$ cat src/rtl/ppi_hs_pkg.sv
package ppi_hs_pkg;

   typedef enum logic [1:0] {
      RX_IDLE = 2'd0,
      RX_FULL = 2'd1,
      RX_HOLD = 2'd2
   } rx_state_e;

   typedef enum logic [1:0] {
      TX_IDLE = 2'd0,
      TX_WAIT = 2'd1,
      TX_LOAD = 2'd2,
      TX_FULL = 2'd3
   } tx_state_e;

endpackage

$ cat src/rtl/ppi_sync.sv
module ppi_sync #(
   parameter int          W       = 1,
   parameter int          STAGES  = 2,
   parameter logic [W-1:0] RST_VAL = '0
) (
   input  logic         clk,
   input  logic         rst_n,
   input  logic [W-1:0] d,
   output logic [W-1:0] q
);

   localparam int TOTAL = W * STAGES;

   generate
      if (STAGES == 1) begin : g_single
         logic [W-1:0] r;
         always_ff @(posedge clk or negedge rst_n) begin
            if (!rst_n) r <= RST_VAL;
            else        r <= d;
         end
         assign q = r;
      end else begin : g_chain
         logic [TOTAL-1:0] sh;
         always_ff @(posedge clk or negedge rst_n) begin
            if (!rst_n) sh <= {STAGES{RST_VAL}};
            else        sh <= {sh[TOTAL-W-1:0], d};
         end
         assign q = sh[TOTAL-1 -: W];
      end
   endgenerate

endmodule

$ cat src/rtl/ppi_delay.sv
module ppi_delay #(
   parameter int DLY_W = 4
) (
   input  logic             clk,
   input  logic             rst_n,
   input  logic             load,
   input  logic [DLY_W-1:0] val,
   output logic             done
);

   logic [DLY_W-1:0] cnt;

   always_ff @(posedge clk or negedge rst_n) begin
      if (!rst_n)              cnt <= '0;
      else if (load)           cnt <= val;
      else if (cnt != '0)      cnt <= cnt - 1'b1;
   end

   assign done = (cnt == '0);

endmodule

$ cat src/rtl/ppi_rx_ctl.sv
module ppi_rx_ctl
   import ppi_hs_pkg::*;
#(
   parameter int DW = 8
) (
   input  logic          clk,
   input  logic          rst_n,
   input  logic          abort,
   input  logic          edge_hit,
   input  logic [DW-1:0] din_s,
   input  logic          rx_full,
   input  logic          dly_done,
   output logic          dly_load,
   output logic          rx_push,
   output logic [DW-1:0] rx_data,
   output logic          ibf,
   output logic          ovr
);

   rx_state_e     st;
   logic [DW-1:0] held;

   assign rx_push  = (st == RX_FULL) && !rx_full && !abort;
   assign dly_load = rx_push;
   assign rx_data  = held;

   always_ff @(posedge clk or negedge rst_n) begin
      if (!rst_n) begin
         st   <= RX_IDLE;
         held <= '0;
         ibf  <= 1'b0;
         ovr  <= 1'b0;
      end else if (abort) begin
         st  <= RX_IDLE;
         ibf <= 1'b0;
      end else begin
         if (edge_hit && st != RX_IDLE) ovr <= 1'b1;
         case (st)
            RX_IDLE: if (edge_hit) begin
               held <= din_s;
               ibf  <= 1'b1;
               st   <= RX_FULL;
            end
            RX_FULL: if (!rx_full) st <= RX_HOLD;
            RX_HOLD: if (dly_done) begin
               ibf <= 1'b0;
               st  <= RX_IDLE;
            end
            default: st <= RX_IDLE;
         endcase
      end
   end

endmodule

$ cat src/rtl/ppi_tx_ctl.sv
module ppi_tx_ctl
   import ppi_hs_pkg::*;
#(
   parameter int DW = 8
) (
   input  logic          clk,
   input  logic          rst_n,
   input  logic          abort,
   input  logic          edge_hit,
   input  logic          tx_empty,
   input  logic [DW-1:0] tx_data,
   input  logic          dly_done,
   output logic          dly_load,
   output logic          tx_pop,
   output logic [DW-1:0] dout,
   output logic          obf
);

   tx_state_e st;

   assign dly_load = (st == TX_IDLE) && !tx_empty && !abort;
   assign tx_pop   = (st == TX_WAIT) && dly_done && !abort;

   always_ff @(posedge clk or negedge rst_n) begin
      if (!rst_n) begin
         st   <= TX_IDLE;
         dout <= '0;
         obf  <= 1'b0;
      end else if (abort) begin
         st  <= TX_IDLE;
         obf <= 1'b0;
      end else begin
         case (st)
            TX_IDLE: if (!tx_empty) st <= TX_WAIT;
            TX_WAIT: if (dly_done) begin
               dout <= tx_data;
               st   <= TX_LOAD;
            end
            TX_LOAD: begin
               obf <= 1'b1;
               st  <= TX_FULL;
            end
            TX_FULL: if (edge_hit) begin
               obf <= 1'b0;
               st  <= TX_IDLE;
            end
            default: st <= TX_IDLE;
         endcase
      end
   end

endmodule

$ cat src/rtl/ppi_strobe_port.sv
module ppi_strobe_port #(
   parameter int DW          = 8,
   parameter int DLY_W       = 4,
   parameter int SYNC_STAGES = 2,
   parameter bit REQ_ACT_LOW = 1'b1,
   parameter bit ACK_ACT_LOW = 1'b1
) (
   input  logic             clk,
   input  logic             rst_n,
   input  logic             cfg_out_dir,
   input  logic [DLY_W-1:0] cfg_delay,
   input  logic             pin_req,
   input  logic [DW-1:0]    pin_din,
   output logic             pin_ack,
   output logic [DW-1:0]    pin_dout,
   output logic             pin_doe,
   output logic             rx_push,
   output logic [DW-1:0]    rx_data,
   input  logic             rx_full,
   output logic             tx_pop,
   input  logic [DW-1:0]    tx_data,
   input  logic             tx_empty,
   output logic             ovr_flag
);

   initial begin
      assert (DW >= 1)          else $error("DW must be at least 1");
      assert (DLY_W >= 1)       else $error("DLY_W must be at least 1");
      assert (SYNC_STAGES >= 1) else $error("SYNC_STAGES must be at least 1");
   end

   logic req_asrt_raw, req_asrt_s, req_asrt_d, edge_hit;
   logic [DW-1:0] din_s;
   logic mode_q, mode_chg, abort_rx, abort_tx;
   logic rx_load, tx_load, dly_done;
   logic ibf, obf, flag_on;

   // polarity variants of the request pin
   generate
      if (REQ_ACT_LOW) begin : g_req_low
         assign req_asrt_raw = ~pin_req;
      end else begin : g_req_high
         assign req_asrt_raw = pin_req;
      end
   endgenerate

   ppi_sync #(.W(1), .STAGES(SYNC_STAGES), .RST_VAL(1'b0)) u_req_sync (
      .clk(clk), .rst_n(rst_n), .d(req_asrt_raw), .q(req_asrt_s));

   ppi_sync #(.W(DW), .STAGES(SYNC_STAGES), .RST_VAL('0)) u_din_sync (
      .clk(clk), .rst_n(rst_n), .d(pin_din), .q(din_s));

   always_ff @(posedge clk or negedge rst_n) begin
      if (!rst_n) begin
         req_asrt_d <= 1'b0;
         mode_q     <= 1'b0;
      end else begin
         req_asrt_d <= req_asrt_s;
         mode_q     <= cfg_out_dir;
      end
   end

   assign edge_hit = req_asrt_s & ~req_asrt_d;
   assign mode_chg = cfg_out_dir ^ mode_q;
   assign abort_rx = mode_q | mode_chg;
   assign abort_tx = ~mode_q | mode_chg;

   ppi_delay #(.DLY_W(DLY_W)) u_delay (
      .clk(clk), .rst_n(rst_n), .load(rx_load | tx_load),
      .val(cfg_delay), .done(dly_done));

   ppi_rx_ctl #(.DW(DW)) u_rx (
      .clk(clk), .rst_n(rst_n), .abort(abort_rx), .edge_hit(edge_hit),
      .din_s(din_s), .rx_full(rx_full), .dly_done(dly_done),
      .dly_load(rx_load), .rx_push(rx_push), .rx_data(rx_data),
      .ibf(ibf), .ovr(ovr_flag));

   ppi_tx_ctl #(.DW(DW)) u_tx (
      .clk(clk), .rst_n(rst_n), .abort(abort_tx), .edge_hit(edge_hit),
      .tx_empty(tx_empty), .tx_data(tx_data), .dly_done(dly_done),
      .dly_load(tx_load), .tx_pop(tx_pop), .dout(pin_dout), .obf(obf));

   assign flag_on = ibf | obf;
   assign pin_doe = mode_q;

   generate
      if (ACK_ACT_LOW) begin : g_ack_low
         assign pin_ack = ~flag_on;
      end else begin : g_ack_high
         assign pin_ack = flag_on;
      end
   endgenerate

endmodule

$ cat config.mk
export PLATFORM = sky130hd
export DESIGN_NAME = ppi_strobe_port
export DESIGN_NICKNAME = d
export VERILOG_FILES = /design/src/rtl/ppi_hs_pkg.sv /design/src/rtl/ppi_sync.sv /design/src/rtl/ppi_delay.sv /design/src/rtl/ppi_rx_ctl.sv /design/src/rtl/ppi_tx_ctl.sv /design/src/rtl/ppi_strobe_port.sv
export SDC_FILE = /design/constraint.sdc
export NUM_CORES = 1
export LEC_CHECK = 0
export CORE_UTILIZATION = 45
export CTS_BUF_LIST = sky130_fd_sc_hd__clkbuf_8 sky130_fd_sc_hd__clkbuf_16
export CTS_CLUSTER_DIAMETER = 200
export DETAILED_ROUTE_END_ITERATION = 8
export PLACE_DENSITY = 0.87
export SLEW_MARGIN = 20
export SYNTH_ARGS = -nofsm -noshare
export SYNTH_HDL_FRONTEND = slang
export SYNTH_SLANG_ARGS = --single-unit
export TNS_END_PERCENT = 30
$ cat constraint.sdc
create_clock -name clk -period 3.5 [get_ports clk]
set_input_delay 0.525 -clock clk [delete_from_list [all_inputs] [get_ports clk]]
set_output_delay 0.525 -clock clk [all_outputs]
set_load 0.02 [all_outputs]
==> reports/metrics.cfg, run 1 <==
[floorplan]
fp.dieArea_um2=4200
coreArea_um2=3720
die_h_um=64.8
die-width_um=64.8
rows=22
io_pins=47
initial_core_util=0.477

[finish]
fill_cells=289
instances_no_fill=220
post-route-util=0.638
drive_gt1_frac=0.110
fin_nets=202
areaGrowthSynthToFinish_pct=33.8
antenna_cells=0

[timing]
skew_ns=0.0117
min_period_over_period=0.868
rsz0062_at_grt=no
hold_viol=0
fin_tns_setup_ns=0
setup_violations=0
timing.hold.ws_ns=0.213
slew_headroom=0.619
slew_violations=0
min_period_ns=3.04
max_clock_freq_ghz=0.329
tightest_slew_ns=0.571

[yosys]
yosysMostFrequentCell=dfrtp_1
yosys_warnings=0
async_flop_share=1.00
synthFlopType=dfrtp_1
synth-seq-cells=47
ys_top_cells_by_count=dfrtp_1 (47), mux2_1 (16), inv_1 (7)
yosysTopAreaCellShare=0.663
seq_area_frac_synth=0.663
syn_inst=120
synth-edff-count=0
synth_area_per_cell_um2=14.8
synth_nets=151
synth_cell_types=30
netlist_top_cells_area=dfrtp_1 (66%), mux2_1 (10%), ha_1 (3.5%)
synth_area_leader_cell=dfrtp_1
syn_area_um2=1770

[drt]
drcViolationCount=0
dr.pass1.iters=4
wire_per_inst_um=14.7
antenna_left=0
vias=1129
totalWireLength_um=3220
drt_iter0_drc=27
vias_per_cell=5.13

[hold_path]
hold_class=input pin to async pin

[place]
place_congestion=0.841
placed_cells=212
dpl.hpwl_um=2330
io_buffers=46

[setup_path]
cp_slowest_cell=clkdlybuf4s50_1
cp.arrival_ns=2.51
cp_slowest_stage_delay_ns=0.68
required_ns=2.97
cp_num_buf_inv=2
path_cells=clkdlybuf4s50_1 > and2_1 > and3_1 > clkdlybuf4s50_1
regToRegSetupSlack_ns=1.56
start_kind=input pin
worstSetupEndpointType=output port
crit_family=buffers and inverters
crit_top_cell=clkdlybuf4s50_1
path_class=input pin to output port
crit_fanout=9

[clock_network]
post_cts_buffers=0
cts_tree=yes
clock-root-buffer=clkbuf_8
cts_buffers=5
clk_pin_slew_worst_paths_ns=0.09
cts_buffer_depth=2
cts.sinks=47
post_cts_resized=0
postCtsHoldBufs=0
htree_num_levels=2
clk_latency_ns=0.30

[power_and_ir_drop]
powerDensity_nw_per_um2=595
leakagePower_uw=0.00105
peakVddDrop_mv=0.343
total_power_uw=1410

[global_routing]
antenna_found_initial=0
grt_pass1_wl_um=5200
overflow=0
grt_pass1_vias=1192
grt_util_all_layers=0.170
grt_max_degree=48

[status]
status=finished clean

[flow_run]
max_cap_violations=0

[placed cells by master (no fill, tap or decap), types with 2 or more instances in the layout]
| cell type | synthesis | layout |
|---|---|---|
| o21ai_0 | 3 | 3 |
| inv_1 | 7 | 7 |
| clkdlybuf4s50_1 | 0 | 45 |
| mux2i_1 | 3 | 3 |
| nor2_1 | 5 | 5 |
| dfrtp_1 | 47 | 47 |
| ha_1 | 5 | 5 |
| mux2_2 | 5 | 5 |
| nand2_1 | 4 | 4 |
| o21bai_1 | 2 | 2 |
| clkbuf_8 | 0 | 5 |
| mux2_1 | 16 | 16 |
| nand2b_1 | 3 | 3 |
[worst reg2reg max path: cells and delay by family (launching register included)]
family        cells  cell delay [ns]
flops             1             0.41
buf+inv           1             0.07
mux               1             0.37
simple gates      2             0.77
fa+ha+maj         1             0.20
[report_power, final]
part	switching, uW	leakage (uW)	total, uW	internal [uW]
clock	182	0.0000485	325	143
sequential	57.6	0.000577	689	631
combinational	178	0.000429	399	221
[cell type report]
type | count | area (um^2) | share of cell area
clock buffers | 5 | 68.8 | 0.0290
clock inverters | 3 | 22.5 | 0.00949
inverters | 7 | 26.3 | 0.0111
multi-input cells | 64 | 561 | 0.236
flip-flops and latches | 47 | 1180 | 0.496
well taps | 48 | 60.1 | 0.0253
repair buffers | 46 | 458 | 0.193
[path summary, 6_finish.rpt]
path	from	endpoint	cells past startpoint
setup reg to reg	u_delay.cnt[0]$_DFFE_PN0P_	u_tx.dout[4]$_DFFE_PN0P_	5
setup / recovery	cfg_out_dir	tx_pop	4
min in group clk	u_req_sync.g_chain.sh[0]$_DFF_PN0_	u_req_sync.g_chain.sh[1]$_DFF_PN0_	0
hold / removal	rst_n	u_din_sync.g_chain.sh[6]$_DFF_PN0_	1
hold reg to reg	u_req_sync.g_chain.sh[0]$_DFF_PN0_	u_req_sync.g_chain.sh[1]$_DFF_PN0_	0
max in group asynchronous	rst_n	u_delay.cnt[2]$_DFFE_PN0P_	1
[flip-flops by register name, summed over array words and instances (netlist names)]
signal / count
u_req_sync.g_chain.sh: 2
u_tx.dout: 8
u_din_sync.g_chain.sh: 16
u_tx.st: 2
u_rx.st: 2
u_tx.obf: 1
pin_doe: 1
u_rx.ovr: 1
req_asrt_d: 1
u_rx.rx_data: 8
u_delay.cnt: 4
u_rx.ibf: 1
[routing by layer]
layer,global-route usage,part of all wire
met5,0,0
met4,0.0667,0.016
met3,0.0722,0.075
met2,0.283,0.51
met1,0.193,0.40
[cells by family (layout without fill, tap and decap cells)]
group	count (synthesis)	in the layout	synth area share
flops	47	47	0.663
mux	24	24	0.150
simple gates	22	22	0.0783
buf+inv	9	61	0.0205
xor+xnor	1	1	0.00494
fa+ha+maj	5	5	0.0353
compound gates	12	12	0.0473
[per-stage QoR]
step | instance area (um^2) | worst slack [ns]
after global placement | 2280 | 0.548
after CTS | 2370 | 0.464
final | 2370 | 0.460
after detailed placement | 2280 | 0.474
after floorplan | 1770 | 1.72
after global routing | 2370 | 0.397
Power figures use the tool's default switching activity.
==> inputs of run 2 (changes only) <==
- clock period: 3.5 -> 2.84 ns (I/O delays scaled with it)
==> run 2 against run 1 <==
Against the previous run:
- hold slack got worse by 0.089 ns
- clock-buffer cell count unchanged
- clock power increased by 22%
- clock skew increased by 0.0016 ns
- combinational power increased by 22%
- power increased by 23%
- core utilization increased by 0.20 points
- largest cell class unchanged
- largest power group unchanged
- highest routed layer is now met3
==> reports/metrics.cfg, run 2 (synthesis results as in run 1) <==
[finish]
antenna_cells=0  ; unchanged
final_common_cell=dfrtp_1  ; unchanged
areaGrowthSynthToFinish_pct=34.2  ; was 33.8%
top_register=u_din_sync.g_chain.sh  ; unchanged
drive_gt1_frac=0.116  ; was 0.110
final_cell_mix=dfrtp_1 (47), clkdlybuf4s50_1 (45), mux2_1 (16)  ; unchanged
post-route-util=0.640  ; was 0.638
fin_nets=203  ; was 202
fill_cells=267  ; was 289
design_area_um2=2380  ; was 2370 um^2
largest_reg_flops=16  ; unchanged

[timing]
skew_ns=0.0133  ; was 0.0117 ns
min_period_over_period=0.917
min_period_ns=2.60
rsz0062_at_grt=no  ; unchanged
setup_violations=0  ; unchanged
timing.hold.ws_ns=0.123  ; was 0.213 ns
slew_headroom=0.620  ; was 0.619
max_clock_freq_ghz=0.384
hold_viol=0  ; unchanged
tightest_slew_ns=0.570  ; was 0.571 ns
fin_tns_setup_ns=0  ; unchanged
slew_violations=0  ; unchanged

[drt]
wl_met1_um=1300  ; was 1280 um
wl_met3_um=209  ; was 242 um
met2_length_um=1620  ; was 1650 um
totalWireLength_um=3120  ; was 3220 um
wire_per_inst_um=14.1  ; was 14.7 um
drt_iter0_drc=37  ; was 27
top_layer_used=met3  ; was met4
antenna_left=0  ; unchanged
vias=1119  ; was 1,129
drcViolationCount=0  ; unchanged
dr.pass1.iters=4  ; unchanged
vias_per_cell=5.06  ; was 5.13

[global_routing]
grt_pass1_wl_um=5280  ; was 5200 um
grt_pass1_vias=1173  ; was 1,192
grt_max_degree=48  ; unchanged
grt_util_all_layers=0.168  ; was 0.170
antenna_found_initial=0  ; unchanged
overflow=0  ; unchanged

[setup_path]
cp_num_buf_inv=2  ; unchanged
reg2reg_from=u_delay.cnt[0]$_DFFE_PN0P_  ; unchanged
crit_fanout=5  ; was 9
crit_family=buffers and inverters  ; unchanged
cp.arrival_ns=2.18  ; was 2.51 ns
cp_slowest_stage_delay_ns=0.63  ; was 0.68 ns
regToRegSetupSlack_ns=0.91  ; was 1.56 ns
path_cells=inv_1 > ha_1 > nor3b_2 > and3_1 > clkdlybuf4s50_1  ; was clkdlybuf4s50_1 > and2_1 > and3_1 > clkdlybuf4s50_1
path_class=flop to output port  ; was input pin to output port
worstSetupEndpointType=output port  ; unchanged
worst-r2r-cell-count=5  ; unchanged
cp_slowest_cell=clkdlybuf4s50_1  ; unchanged
start_kind=flop  ; was input pin
required_ns=2.41  ; was 2.97 ns
crit-reg2reg-capture=u_tx.st[1]$_DFFE_PN0P_  ; was u_tx.dout[4]$_DFFE_PN0P_

[place]
placed_area_um2=2290  ; was 2280 um^2
place_congestion=0.822  ; was 0.841
io_buffers=46  ; unchanged
dpl.hpwl_um=2200  ; was 2330 um

[clock_network]
cts.sinks=47  ; unchanged
cts_buffers=5  ; unchanged
cts_tree=yes  ; unchanged
post_cts_buffers=0  ; unchanged
post_cts_resized=0  ; unchanged
clock-root-buffer=clkbuf_8  ; unchanged
clk_latency_ns=0.30  ; about the same
cts_buffer_depth=2  ; unchanged
clk_pin_slew_worst_paths_ns=0.10  ; was 0.09 ns
htree_num_levels=2  ; unchanged
postCtsHoldBufs=0  ; unchanged

[power_and_ir_drop]
total_power_uw=1730  ; was 1410 uW
leakagePower_uw=0.00106  ; was 0.00105 uW
peakVddDrop_mv=0.471  ; was 0.343 mV
powerDensity_nw_per_um2=728  ; was 595 nW/um^2

[floorplan]
die_h_um=64.8  ; unchanged
rows=22  ; unchanged
io_pins=47  ; unchanged
fp.dieArea_um2=4200  ; unchanged
initial_core_util=0.477  ; unchanged
die-width_um=64.8  ; unchanged
coreArea_um2=3720  ; unchanged

[status]
status=finished clean  ; unchanged

[hold_path]
hold_class=input pin to async pin  ; unchanged

[flow_run]
max_cap_violations=0  ; unchanged

## run 2: worst max-delay path by stage
stage | from | endpoint | slack (ns) | depth (start not counted)
4_1_cts | u_delay.cnt[0]$_DFFE_PN0P_ | tx_pop | 0.22 | 5
3_3_place_gp | cfg_out_dir | tx_pop | 0.34 | 4
5_1_grt | u_delay.cnt[0]$_DFFE_PN0P_ | tx_pop | 0.12 | 5
2_1_floorplan | u_delay.cnt[0]$_DFFE_PN0P_ | u_tx.st[0]$_DFFE_PN0P_ | 1.11 | 5
6_report | u_delay.cnt[0]$_DFFE_PN0P_ | tx_pop | 0.24 | 5
3_5_place_dp | cfg_out_dir | tx_pop | 0.31 | 4
## run 2: final cells by class
class                      instances  area (um^2)  area share
timing repair buffer              47          465       0.196
sequential                        47         1180       0.494
multi-input combinational         64          561       0.236
inverter                           7         26.3      0.0110
clock buffer                       5         68.8      0.0289
clock inverter                     3         22.5     0.00946
tap                               48         60.1      0.0252
## run 2: power by group
group	internal, uW	total (uW)	switching (uW)
combinational	271	487	215
sequential	778	849	70.7
clock	176	396	220
total	1230	1730	506
## run 2: layer usage
layer / up-vias / track usage
met1: 565 / 0.199
met5: - / 0
li1: 519 / -
met2: 35 / 0.289
met3: 0 / 0.0651
met4: 0 / 0.0333
## run 2: worst reg2reg max path: cells and delay by family, from the launching register on
kind	cells	cell delay (ns)
fa+ha+maj	1	0.21
compound gates	1	0.48
mux	1	0.26
simple gates	1	0.41
buf+inv	1	0.07
flops	1	0.41
## run 2: stage by stage
step,instances,setup slack (ns)
detailed placement,213,0.312
floorplan,120,1.11
finish,221,0.237
global placement,213,0.340
CTS,221,0.223
global route,221,0.122
